### src/rtl/qcal_pkg.sv
package qcal_pkg;
  typedef enum logic [1:0] {PH_SAR, PH_TRACK, PH_DQS} phase_e;

  localparam logic [2:0] VOTE_MAJ = 3'd4;

  function automatic logic vote_high(input logic [2:0] tally);
    return tally >= VOTE_MAJ;
  endfunction
endpackage

### src/rtl/qcal_seq.sv
module qcal_seq
  import qcal_pkg::*;
#(
  parameter int IDAC_W      = 6,
  parameter int TRACK_VOTES = 8,
  parameter int DLY_VOTES   = 16,
  parameter int NUM_PAIRS   = 3,
  localparam int MAXV = (IDAC_W > TRACK_VOTES) ?
                        ((IDAC_W > DLY_VOTES) ? IDAC_W : DLY_VOTES) :
                        ((TRACK_VOTES > DLY_VOTES) ? TRACK_VOTES : DLY_VOTES),
  localparam int CW = $clog2(MAXV + 1),
  localparam int PW = (NUM_PAIRS > 1) ? $clog2(NUM_PAIRS) : 1
) (
  input  logic          clk_i,
  input  logic          rst_ni,
  input  logic          en_i,
  output phase_e        phase_o,
  output logic [CW-1:0] cnt_o,
  output logic [PW-1:0] pair_o
);
  phase_e        phase_q;
  logic [CW-1:0] cnt_q;
  logic [PW-1:0] pair_q;

  always_ff @(posedge clk_i or negedge rst_ni) begin
    if (!rst_ni) begin
      phase_q <= PH_SAR;
      cnt_q   <= CW'(IDAC_W - 1);
      pair_q  <= '0;
    end else if (en_i) begin
      case (phase_q)
        PH_SAR: begin
          if (cnt_q == '0) phase_q <= PH_TRACK;  // cnt already 0 for tracking
          else             cnt_q   <= cnt_q - 1'b1;
        end
        PH_TRACK: begin
          if (cnt_q == CW'(TRACK_VOTES - 1)) begin
            phase_q <= PH_DQS;
            cnt_q   <= '0;
            pair_q  <= '0;
          end else begin
            cnt_q <= cnt_q + 1'b1;
          end
        end
        PH_DQS: begin
          if (cnt_q == CW'(DLY_VOTES - 1)) begin
            cnt_q <= '0;
            if (pair_q == PW'(NUM_PAIRS - 1)) begin
              phase_q <= PH_TRACK;
              pair_q  <= '0;
            end else begin
              pair_q <= pair_q + 1'b1;
            end
          end else begin
            cnt_q <= cnt_q + 1'b1;
          end
        end
        default: phase_q <= PH_SAR;
      endcase
    end
  end

  assign phase_o = phase_q;
  assign cnt_o   = cnt_q;
  assign pair_o  = pair_q;
endmodule

### src/rtl/qcal_idac_ctrl.sv
module qcal_idac_ctrl #(
  parameter int IDAC_W = 6,
  parameter int CW     = 5
) (
  input  logic              clk_i,
  input  logic              rst_ni,
  input  logic              sar_i,
  input  logic              trk_i,
  input  logic [CW-1:0]     bit_i,
  input  logic              hi_i,
  output logic [IDAC_W-1:0] code_o
);
  localparam logic [IDAC_W-1:0] CODE_MAX  = '1;
  localparam logic [IDAC_W-1:0] CODE_INIT = IDAC_W'(1) << (IDAC_W - 1);

  logic [IDAC_W-1:0] code_q, code_d;

  always_comb begin
    code_d = code_q;
    if (sar_i) begin
      for (int k = 0; k < IDAC_W; k++) begin
        if (int'(bit_i) == k) begin
          if (hi_i) code_d[k] = 1'b0;
          code_d = code_d | ((IDAC_W'(1) << k) >> 1);  // next trial bit
        end
      end
    end else if (trk_i) begin
      if (hi_i) begin
        if (code_q != '0) code_d = code_q - 1'b1;
      end else if (code_q != CODE_MAX) begin
        code_d = code_q + 1'b1;
      end
    end
  end

  always_ff @(posedge clk_i or negedge rst_ni) begin
    if (!rst_ni) code_q <= CODE_INIT;
    else         code_q <= code_d;
  end

  assign code_o = code_q;
endmodule

### src/rtl/qcal_dly_bank.sv
module qcal_dly_bank #(
  parameter int DLY_W     = 8,
  parameter int NUM_PAIRS = 3,
  parameter int DLY_INIT  = 128,
  parameter int PW        = 2
) (
  input  logic                            clk_i,
  input  logic                            rst_ni,
  input  logic                            act_i,
  input  logic [PW-1:0]                   pair_i,
  input  logic                            hi_i,
  output logic [NUM_PAIRS-1:0][DLY_W-1:0] codes_o
);
  localparam logic [DLY_W-1:0] CODE_MAX = '1;

  for (genvar g = 0; g < NUM_PAIRS; g++) begin : g_line
    logic [DLY_W-1:0] code_q;
    logic             sel;

    assign sel = act_i && (pair_i == PW'(g));

    always_ff @(posedge clk_i or negedge rst_ni) begin
      if (!rst_ni) begin
        code_q <= DLY_W'(DLY_INIT);
      end else if (sel) begin
        if (hi_i) begin
          if (code_q != '0) code_q <= code_q - 1'b1;   // spacing too long
        end else if (code_q != CODE_MAX) begin
          code_q <= code_q + 1'b1;
        end
      end
    end

    assign codes_o[g] = code_q;
  end
endmodule

### src/rtl/qcal_ctrl.sv
module qcal_ctrl
  import qcal_pkg::*;
#(
  parameter int IDAC_W      = 6,
  parameter int DLY_W       = 8,
  parameter int TRACK_VOTES = 8,
  parameter int DLY_VOTES   = 16,
  parameter int DLY_INIT    = 128
) (
  input  logic              clk_i,
  input  logic              rst_ni,
  input  logic              cal_en_i,
  input  logic [2:0]        tally_i,
  output logic [IDAC_W-1:0] idac_code_o,
  output logic [DLY_W-1:0]  dly_q_o,
  output logic [DLY_W-1:0]  dly_ib_o,
  output logic [DLY_W-1:0]  dly_qb_o,
  output logic              mode_dqs_o,
  output logic [1:0]        pair_idx_o
);
  localparam int NUM_PAIRS = 3;
  localparam int PW = 2;
  localparam int MAXV = (IDAC_W > TRACK_VOTES) ?
                        ((IDAC_W > DLY_VOTES) ? IDAC_W : DLY_VOTES) :
                        ((TRACK_VOTES > DLY_VOTES) ? TRACK_VOTES : DLY_VOTES);
  localparam int CW = $clog2(MAXV + 1);

  phase_e                          phase;
  logic [CW-1:0]                   cnt;
  logic [PW-1:0]                   pair;
  logic                            hi;
  logic [NUM_PAIRS-1:0][DLY_W-1:0] dly_codes;

  assign hi = vote_high(tally_i);

  qcal_seq #(
    .IDAC_W     (IDAC_W),
    .TRACK_VOTES(TRACK_VOTES),
    .DLY_VOTES  (DLY_VOTES),
    .NUM_PAIRS  (NUM_PAIRS)
  ) u_seq (
    .clk_i  (clk_i),
    .rst_ni (rst_ni),
    .en_i   (cal_en_i),
    .phase_o(phase),
    .cnt_o  (cnt),
    .pair_o (pair)
  );

  qcal_idac_ctrl #(
    .IDAC_W(IDAC_W),
    .CW    (CW)
  ) u_idac (
    .clk_i (clk_i),
    .rst_ni(rst_ni),
    .sar_i (cal_en_i && (phase == PH_SAR)),
    .trk_i (cal_en_i && (phase == PH_TRACK)),
    .bit_i (cnt),
    .hi_i  (hi),
    .code_o(idac_code_o)
  );

  qcal_dly_bank #(
    .DLY_W    (DLY_W),
    .NUM_PAIRS(NUM_PAIRS),
    .DLY_INIT (DLY_INIT),
    .PW       (PW)
  ) u_dly (
    .clk_i  (clk_i),
    .rst_ni (rst_ni),
    .act_i  (cal_en_i && (phase == PH_DQS)),
    .pair_i (pair),
    .hi_i   (hi),
    .codes_o(dly_codes)
  );

  assign dly_q_o    = dly_codes[0];
  assign dly_ib_o   = dly_codes[1];
  assign dly_qb_o   = dly_codes[2];
  assign mode_dqs_o = (phase == PH_DQS);
  assign pair_idx_o = pair;
endmodule

### config.mk
export PLATFORM = sky130hd
export DESIGN_NAME = qcal_ctrl
export DESIGN_NICKNAME = d
export VERILOG_FILES = /design/src/rtl/qcal_pkg.sv /design/src/rtl/qcal_seq.sv /design/src/rtl/qcal_idac_ctrl.sv /design/src/rtl/qcal_dly_bank.sv /design/src/rtl/qcal_ctrl.sv
export SDC_FILE = /design/constraint.sdc
export NUM_CORES = 1
export LEC_CHECK = 0
export CAP_MARGIN = 15
export CELL_PAD_IN_SITES_DETAIL_PLACEMENT = 0
export CELL_PAD_IN_SITES_GLOBAL_PLACEMENT = 2
export CORE_MARGIN = 2
export CORE_UTILIZATION = 39
export CTS_BUF_LIST = sky130_fd_sc_hd__clkbuf_8
export DETAILED_ROUTE_END_ITERATION = 6
export HOLD_SLACK_MARGIN = 0.12
export PLACE_DENSITY = 0.94
export RECOVER_POWER = 25
export SKIP_CTS_REPAIR_TIMING = 1
export SYNTH_ARGS = -nofsm -noshare
export SYNTH_HDL_FRONTEND = slang
export SYNTH_SLANG_ARGS = --single-unit
export TNS_END_PERCENT = 1
### constraint.sdc
create_clock -name clk_i -period 3.6 [get_ports clk_i]
set_input_delay 0.54 -clock clk_i [delete_from_list [all_inputs] [get_ports clk_i]]
set_output_delay 0.54 -clock clk_i [all_outputs]
set_load 0.005 [all_outputs]
; ---- Word level (Yosys, flattened, before mapping)
; Index checks and enable logic that the tools add are counted.
[totals]
ff_bits = 39
inputBits = 6
word_cells = 111
[op_classes]
eq_ne = 24
reduce_logical = 28
addsub = 11
order_cmp = 1
n_mux = 40
[ops]
columns = cell, count
row1 = 2-to-1 mux 8 bit, 9
row2 = 2-to-1 mux 6 bit, 7
row3 = adder 8 x 1 -> 8 bit (second input constant), 3
row4 = != test 8 bit (second input constant), 3
row5 = nonzero test 8 bit, 3
row6 = subtractor 8 x 1 -> 8 bit (second input constant), 3
row7 = 2-to-1 mux 5 bit, 4
row8 = 2-to-1 mux 2 bit, 8
row9 = == test 5 x 3 -> 1 bit (second input constant), 3
row10 = == test 5 x 4 -> 1 bit (second input constant), 3
row11 = one-hot mux 5 bit (3 select lines), 1
row12 = AND reduction 3 bit, 5
row13 = != test 2 x 1 -> 1 bit (second input constant), 7
row14 = zero test 5 bit, 2
row15 = nonzero test 2 bit, 5
row16 = 2-to-1 mux 1 bit, 7
row17 = adder 6 x 1 -> 6 bit (second input constant), 1
row18 = logical AND 1 bit, 6
row19 = != test 6 bit (second input constant), 1
row20 = one-hot mux 2 bit (3 select lines), 1
row21 = nonzero test 3 bit, 2
row22 = nonzero test 6 bit, 1
row23 = subtractor 6 x 1 -> 6 bit (second input constant), 1
row24 = adder 5 x 1 -> 5 bit (second input constant), 1
row25 = 14 further kinds, 17

; ---- Depth between registers and ports, before layout
[logic_depth]
ltp_word = 11
depth_mapped = 9

; ---- By module
; Synthesis repeated with hierarchy kept, for this count alone.
[unflattened]
cells_unflattened = 366
area_unflattened_um2 = 3326.9
[by_module_without_submodules]
columns = mod, area_per_inst_um2, cells_per_inst, instances
row1 = qcal_dly_bank, 1960.6, 215, 1
row2 = qcal_seq, 721.9, 79, 1
row3 = qcal_idac_ctrl, 604.3, 67, 1
row4 = qcal_ctrl, 40.0, 5, 1

; ---- Worst setup path before layout
; No wires, ideal clock.
[synth_timing]
path_type = input -> register
start = in tally_i[2]
end = reg u_dly.g_line[1].code_q[7]
path_stages = 6
setup_slack_ps = 1556
t_required_ps = 3524
arrival_ps = 1968
setup_ps = 76
cell_sequence = ha_1 and3_1 a221o_1 mux2_2 o21ai_0 xnor2_1
[synth_via]
elab_chain_cells = 3
[synth_lines]
columns = item, line
row1 = from (decl), qcal_ctrl.sv:13  ; input logic [2:0] tally_i,
row2 = greater-or-equal comparator 3 bit (*), qcal_pkg.sv:7  ; return tally >= VOTE_MAJ;
row3 = != test 2 x 1 -> 1 bit (no source line) or nonzero test 2 bit (tied branches), n/a
row4 = AND reduction 3 bit (no source line), n/a
row5 = to (signal assigned), qcal_dly_bank.sv:24  ; code_q <= DLY_W'(DLY_INIT);
row6 = to (signal assigned), qcal_dly_bank.sv:27  ; if (code_q != '0) code_q <= code_q - 1'b1;
row7 = to (signal assigned), qcal_dly_bank.sv:29  ; code_q <= code_q + 1'b1;
row8 = to (decl), qcal_dly_bank.sv:17  ; logic [DLY_W-1:0] code_q;
; Every way passes the cells marked *; elsewhere a longest branch is shown, timed or not.
; A chain may end at the register's enable or synchronous reset.

; ---- Worst setup path after layout
; Ends and elaborated chain as after synthesis.

==> results.tsv <==
metric	value	unit
status	finished with violations	
violated checks	capacitance limit, slew limit	
number of cells produced by synthesis	346	
top_reg_cell synth	dfrtp_1	
Critical Path Sink	u_dly.g_line[1].code_q[7]	
PwrDens	783	nW/um^2
top-area cell type share of the netlist area	26.1	%
chip width	94.1	um
placed cells	480	
post-synth top area cell	dfrtp_1	
worst slew margin relative to its limit	-43.1	%
antenna violations before repair	0	
Tcrit/Tclk final	70.2	%
share of cells above drive strength 1	10.1	%
R2R Path End	u_dly.g_line[0].code_q[5]	
Syn. warnings	0	
Peak VDD IR	0.000248	V
Mapped Nets	388	
1st-pass router iterations	4	
antenna-violating nets left	0	
min Tclk post-route	2530	ps
RePlAce Congestion	0.822	
Worst Clk Skew	9.67	ps
root buf cell	clkbuf_8	
CTS H-tree depth	2	
Synth-to-Final Area Change	18.2	%
Vias/cell	5.49	
Setup crit end kind	flip-flop	
Seq cells post-synth	39	
post-synthesis cell area	3170	um^2
CTS tree	done	
grt ovf	0	
Post-synth EDFFs	0	
Fin. Hold Viols	0	
die outline height	94.1	um
number of cell rows	32	
Final HPWL DP	5.11	mm
Tot GR Track Use	17.0	%
sequential area share after synthesis	31.1	%
drc violations	0	
ys async rst share	100	%
TritonCTS Buffers	5	
most area-consuming cells after synthesis	dfrtp_1 (26%), ha_1 (13%), dfstp_2 (5.0%)	
DR vias	2679	
worst skew pair latency	300	ps
Setup TNS	0	ps
die area	8850	um^2
r2r setup slk	1310	ps
LEAKAGE	1.66	nW
Final nets	427	
Worst Path Class, Setup	in2reg	
R2R cell count	6	
Avg Cell Area, Syn	9.15	um^2
Max Fanout on Critical Path	34	
post-DR wirelength/cell	14.2	um
Port Buf Inserts	36	
initial DRC count	101	
Worst-Margin Slew	2150	ps
RSZ-0062 raised after global routing	false	
Reg2Reg Launch Point	u_seq.phase_o[0]	
Core Box Area	7810	um^2
Slew Viols, Final	40	
vias in the first global route	2523	
Fmax	396	MHz
CP Data Required Time	3830	ps
maximum clock insertion buffer count	2	
first-pass GRT wire length	12.2	mm
Initial Util	40.5	%
critical path arrival	2760	ps
synth unique cells	59	
final setup vio count	0	
startpoint types	input port	
crit path from	tally_i[2]	
Sink Count	39	
n_diodes	0	
Finished Layout Cells	488	
largest net degree at the start of global routing	40	
I/O pins	39	
WL final	6.93	mm
Hold Path Class	reg2reg	
Clock transition at path regs	90	ps
Max Cap Viol	1	
-- flip-flops by register name (all words and copies together), names as in the netlist --
| name | flops |
|---|---|
| u_idac.code_o | 6 |
| u_seq.pair_o | 2 |
| u_dly.g_line.code_q | 24 |
| u_seq.phase_o | 2 |
| u_seq.cnt_o | 5 |
-- worst max-delay path, stage by stage --
cell and delay, ps:
buf_2 560, ha_1 410, and3_1 200, a221o_1 340, mux2_2 270, o21ai_0 250
xnor2_1 150
-- how the worst min path moves through the flow --
stage,cells after the start,slack [ps],startpoint,endpoint
final,1,510,u_dly.g_line[1].code_q[7],u_dly.g_line[1].code_q[7]
after global routing,1,530,u_dly.g_line[1].code_q[7],u_dly.g_line[1].code_q[7]
after CTS,1,400,rst_ni,u_dly.g_line[1].code_q[2]
after detailed placement,1,500,u_dly.g_line[1].code_q[7],u_dly.g_line[1].code_q[7]
after global placement,1,500,u_dly.g_line[1].code_q[7],u_dly.g_line[1].code_q[7]
after floorplan,0,240,rst_ni,u_dly.g_line[0].code_q[0]
-- power by group --
| group | internal (W) | total [W] | switching, W |
|---|---|---|---|
| Sequential | 0.000627 | 0.000874 | 0.000247 |
| Combinational | 0.000861 | 0.00166 | 0.000800 |
| Clock | 0.000225 | 0.000393 | 0.000168 |
-- cell usage after synthesis (7+ instances only) --
cell type,count
dfrtp_1,33
ha_1,32
nor2_1,28
nand2_1,26
inv_1,25
o21ai_0,21
a21oi_1,19
xnor2_1,15
mux2_2,14
a21o_1,9
xor2_1,8
nand4_1,7
o211ai_1,7
-- metrics by stage --
step | hold WS [ps] | cell area (um^2) | total power [W] | setup WS [ps] | util [%]
floorplan | 244 | 3170 | 0.00199 | 1560 | -
global placement | 499 | 3620 | 0.00252 | 767 | 46.4
detailed placement | 497 | 3620 | 0.00255 | 745 | 46.4
CTS | 399 | 3740 | 0.00295 | 1070 | 47.9
global route | 531 | 3740 | 0.00322 | 913 | 47.9
finish | 511 | 3740 | 0.00293 | 1070 | 47.9
-- cell type report --
type | instances | area, um^2
fillers | 761 | 4070
multi-input cells | 276 | 2050
flip-flops and latches | 39 | 983
repair buffers | 38 | 364
well taps | 102 | 128
inverters | 25 | 93.8
clock buffers | 6 | 82.6
clock inverters | 2 | 35.0
-- metal layers --
| metal | wire [um] | vias to the layer above | global-route usage (%) | part of all wire [%] |
|---|---|---|---|---|
| met5 | 0 | - | 0 | 0 |
| met4 | 63 | 0 | 3.26 | 0.91 |
| met3 | 148 | 5 | 2.65 | 2.1 |
| met2 | 3170 | 34 | 26.2 | 46 |
| met1 | 3550 | 1283 | 25.1 | 51 |
| li1 | - | 1357 | - | - |
-- cell families after synthesis --
group / Yosys count / synth area share [%]
and+or+nand+nor: 110 / 18.6
AOI/OAI and AO/OA: 92 / 19.5
DFF: 39 / 31.1
adders and majority gates: 36 / 15.2
buffers and inverters: 31 / 4.03
xor gates and xnor gates: 23 / 6.36
muxes: 15 / 5.30
-- cells in the final DEF (no fill, tap or decap), types with 4 or more instances in the layout --
cell and count:
xnor2_1 15, xor2_1 8, nand2_1 26, inv_1 25, mux2_2 14, nand2b_1 4
nor2b_1 6, o211ai_1 7, clkbuf_8 6, o21ai_0 21, fa_1 4, ha_1 32
nor3_1 5, nor4_1 6, nor2_1 28, o21a_1 4, o31ai_1 5, a21oi_1 19
dfstp_2 6, a21o_1 9, nand4_1 7, dfrtp_1 33, clkdlybuf4s50_1 34, nand3_1 5
No activity file was read; power rests on OpenSTA's default activity.
